**src/rtl/pfail_access_gate.sv**
```systemverilog
module pfail_access_gate #(
  parameter int AW       = 19,
  parameter int DW       = 8,
  parameter int FALL_CYC = 4,
  parameter int REC_CYC  = 8
) (
  input  logic          clk,
  input  logic          rst_n,
  input  logic          pwr_ok_i,
  input  logic          above_sw_i,
  input  logic          ce_n_i,
  input  logic          we_n_i,
  input  logic          oe_n_i,
  input  logic [AW-1:0] addr_i,
  input  logic [DW-1:0] wdata_i,
  output logic [DW-1:0] dq_o,
  output logic          dq_oe_o,
  output logic          mem_ce_n_o,
  output logic          mem_we_n_o,
  output logic          mem_oe_n_o,
  output logic [AW-1:0] mem_addr_o,
  output logic [DW-1:0] mem_wdata_o,
  input  logic [DW-1:0] mem_rdata_i,
  output logic          bat_sel_o
);

  localparam int MAXC = (FALL_CYC > REC_CYC) ? FALL_CYC : REC_CYC;
  localparam int CW   = $clog2(MAXC + 1);
  localparam logic [CW-1:0] FALL_LAST = CW'(FALL_CYC - 1);
  localparam logic [CW-1:0] REC_LAST  = CW'(REC_CYC - 1);

  logic          act;
  logic [CW-1:0] cnt;

  initial begin
    a_r5_r7_limits: assert (FALL_CYC >= 2 && REC_CYC >= 2)
      else $error("count limits must be at least 2");
  end

  always_ff @(posedge clk or negedge rst_n) begin
    if (!rst_n) begin
      act <= 1'b0;
      cnt <= '0;
    end else if (act) begin
      if (pwr_ok_i)                cnt <= '0;
      else if (cnt == FALL_LAST) begin
        act <= 1'b0;
        cnt <= '0;
      end else                     cnt <= cnt + 1'b1;
    end else begin
      if (!pwr_ok_i)               cnt <= '0;
      else if (cnt == REC_LAST) begin
        act <= 1'b1;
        cnt <= '0;
      end else                     cnt <= cnt + 1'b1;
    end
  end

  always_ff @(posedge clk or negedge rst_n) begin
    if (!rst_n) bat_sel_o <= 1'b0;
    else        bat_sel_o <= ~above_sw_i;
  end

  assign mem_ce_n_o  = ce_n_i | ~act;
  assign mem_we_n_o  = we_n_i | ~act;
  assign mem_oe_n_o  = oe_n_i | ~act;
  assign mem_addr_o  = act ? addr_i  : '0;
  assign mem_wdata_o = act ? wdata_i : '0;
  assign dq_oe_o     = act & ~ce_n_i & ~oe_n_i & we_n_i;
  assign dq_o        = dq_oe_o ? mem_rdata_i : '0;

  a_r5_glitch_kept: assert property (@(posedge clk) disable iff (!rst_n)
    $past(act) && $past(pwr_ok_i) |-> act);

  a_r7_holdoff: assert property (@(posedge clk) disable iff (!rst_n)
    !$past(act) && !$past(pwr_ok_i) |-> !act);

  a_r2_no_write: assert property (@(posedge clk) disable iff (!rst_n)
    !$past(act) && !act |-> mem_we_n_o && mem_ce_n_o);

  a_r3_bus_off: assert property (@(posedge clk) disable iff (!rst_n)
    !act |-> !dq_oe_o && dq_o == '0);

endmodule

```
**config.mk**
```make
export PLATFORM = sky130hd
export DESIGN_NAME = pfail_access_gate
export DESIGN_NICKNAME = d
export VERILOG_FILES = /design/src/rtl/pfail_access_gate.sv
export SDC_FILE = /design/constraint.sdc
export NUM_CORES = 1
export LEC_CHECK = 0
export ABC_CLOCK_PERIOD_IN_PS = 1370
export BUFFER_PORTS_ARGS = -buffer_cell sky130_fd_sc_hd__buf_2
export CELL_PAD_IN_SITES_DETAIL_PLACEMENT = 1
export CELL_PAD_IN_SITES_GLOBAL_PLACEMENT = 2
export CORE_MARGIN = 2
export CORE_UTILIZATION = 11
export DETAILED_ROUTE_END_ITERATION = 6
export PLACE_DENSITY_LB_ADDON = 0.1
export SLEW_MARGIN = 10
export SYNTH_ARGS = -nofsm -noshare
export SYNTH_HDL_FRONTEND = slang
export SYNTH_SLANG_ARGS = --single-unit
```
**constraint.sdc**
```tcl
create_clock -name clk -period 1.37 [get_ports clk]
set_clock_uncertainty 0.2 [all_clocks]
set_input_delay 0.0685 -clock clk [delete_from_list [all_inputs] [get_ports clk]]
set_output_delay 0.0685 -clock clk [all_outputs]
set_load 0.05 [all_outputs]
```
==> metrics <==
status finished, violations left; violated checks setup timing; final cell count without fillers 236; Crit path largest cell delay 430 ps; fraction of layout cells with a size suffix above 1 0.729; DP HPWL 2090 um; CP max FO 7; area leader, netlist and2_1; CTS tree done; Worst Setup Start Kind flip-flop; worst slew pin tran 252 ps; Initial Utilization 0.115; GRT overflow 0; Crit Path Category flip-flop to flip-flop; Crit-path slowest cell dfrtp_2; Fmax achieved 628 MHz; max-cap check violation count 0; sequential area share after synthesis 0.254; Post-Synthesis Cells 71; largest net degree at the start of global routing 30; Sequential Area 151 sq um; Max transition margin 0.833; via count 878; num rows 26; first drt pass iteration count 2; Mapped Area 591 sq um; placer congestion estimate 0.711; Synth Flop Type dfrtp_1; full die area 5970 sq um; Final ANT Viol Nets 0; P per Cell Area 1610 nW/um^2; Iter 0 DRT Violations 7; Die Y 77.3 um; vias per std cell 3.72; WP data arrival 1540 ps; CTS root buf clkbuf_8; reg2reg setup slack -220 ps; area of the core 5140 sq um; routed len/inst 12.7 um; clock slew at reported path FFs 30 ps; antenna violations before repair 0; worst path cell trace buf_4 -> buf_8 -> xnor2_4 -> a2111o_1 -> a21oi_2; largest cells by area after synthesis and2_1, dfrtp_1, nor3b_4, xnor2_1, inv_1; Syn Area/Cell 8.32 sq um; Post-synth top cells and2_1, dfrtp_1, inv_1; first-pass GRT wire length 4320 um; io pins 82; # diodes 0; post-synth cell types 22; area of the multi-input gates 474 sq um; # fillers 622; Slew Limit Fails 0; Final Hold Fails 0; Syn Nets 114; number of port buffers 81; number of synthesized flops with an enable pin 0; cell family with most CP delay compound AO/OA/AOI/OAI gates; clk buf depth 2; dpl cells 222; Die X 77.3 um; fin crit share 1.16; residual DRC count 0; worst min-delay path class primary input to async pin; Tot GR Track Use 0.0877; final worst slack -223 ps; Peak VDD IR 0.000598 V; YS warnings 0; most numerous cell in the Yosys netlist and2_1; cts bufs inserted 3; H-tree levels 1; Num Clock Sinks 6; unrepaired setup endpoints after global routing yes; Synth async-reset ratio 1.00; vias in the first global route 814; worst skew pair latency 220 ps; final wirelength 3000 um; CP Data Required Time 1320 ps; layout net count 211; final core utilization 0.314; post-synthesis register bit count 6; crit end category flip-flop; WP buf/inv 2; Yosys top cell area share 0.371; leakage 0.787 nW; min Tclk post-route 1590 ps; final setup vio count 41; Area Growth Syn to Fin 173%
[repair_timing]
item / CTS / global route
endpoints found under the setup margin: 41 / 42
hold buffers: 2 / 0
pin swaps: 9 / 5
hold endpoints to repair: 7 / 0
resized for setup: 67 / 35
setup buffers: 5 / 4
gates cloned: 0 / 1
[layout make-up]
cell class	count	share of cell area
Timing Repair Buffer	96	0.523
Tap cell	70	0.0543
Inverter	4	0.00932
Sequential cell	6	0.0939
Multi-Input combinational cell	57	0.294
Clock buffer	3	0.0256
[flip-flops by register name (all words and copies together) (netlist names)]
| signal | flops |
|---|---|
| act | 1 |
| bat_sel_o | 1 |
| cnt | 4 |
[cell families after synthesis]
| family | share of synthesized area |
|---|---|
| AND/OR/NAND/NOR | 0.506 |
| AO/OA/AOI/OAI | 0.125 |
| buffers and inverters | 0.0635 |
| flip-flops | 0.254 |
| XOR/XNOR | 0.0297 |
| adder cells (fa/ha/maj) | 0.0212 |
[final timing paths]
| path | from | end | depth (start not counted) |
|---|---|---|---|
| worst max-delay path | act$_DFF_PN0_ | cnt[3]$_DFF_PN0_ | 5 |
| worst min register to register | cnt[1]$_DFF_PN0_ | cnt[1]$_DFF_PN0_ | 2 |
| max in group asynchronous | rst_n | act$_DFF_PN0_ | 2 |
| worst min-delay path | rst_n | cnt[3]$_DFF_PN0_ | 2 |
| min in group clk | pwr_ok_i | act$_DFF_PN0_ | 3 |
| worst max register to register | act$_DFF_PN0_ | cnt[3]$_DFF_PN0_ | 5 |
[layout by cell type (no fill, tap or decap), drive strengths merged]
| cell | netlist | layout |
|---|---|---|
| clkbuf | 3 | 4 |
| and2b | 1 | 1 |
| nor2 | 1 | 1 |
| or2b | 2 | 2 |
| dlygate4sd3 | 0 | 2 |
| and2 | 35 | 35 |
| a21oi | 3 | 3 |
| nand2b | 3 | 3 |
| a311o | 1 | 1 |
| dfrtp | 6 | 6 |
| a311oi | 1 | 1 |
| xnor2 | 2 | 2 |
| ha | 1 | 1 |
| and4 | 1 | 1 |
| o21ai | 2 | 2 |
| a2111o | 1 | 1 |
| a31oi | 1 | 1 |
| nor3b | 1 | 1 |
| o211ai | 1 | 1 |
| inv | 4 | 4 |
| buf | 1 | 93 |
[per-stage QoR]
| step | total power [W] | setup WS (ps) | setup TNS, ps | instance area (sq um) | hold WS (ps) |
|---|---|---|---|---|---|
| finish | 0.00259 | -223 | -6330 | 1610 | 8.05 |
| detailed placement | 0.00174 | -175 | -1700 | 1120 | -297 |
| global route | 0.00273 | -295 | -8530 | 1610 | 11.3 |
| floorplan | 0.00138 | -499 | -4130 | 622 | -427 |
| CTS | 0.00230 | -227 | -4360 | 1440 | 11.3 |
| global placement | 0.00174 | -121 | -1230 | 1120 | -296 |
[where the power goes]
group / switching, W / internal [W]
Clock: 0.0000691 / 0.000188
Sequential: 0.0000525 / 0.000225
Combinational: 0.00117 / 0.000882
Total: 0.00129 / 0.00129
[metal layers]
layer | vias up | share of wire | GRT usage
met5 | - | 0 | 0
met4 | 0 | 0 | 0.00536
met3 | 0 | 0.090 | 0.0341
met2 | 46 | 0.58 | 0.174
met1 | 412 | 0.33 | 0.0892
li1 | 420 | - | -
Power figures use the tool's default switching activity.
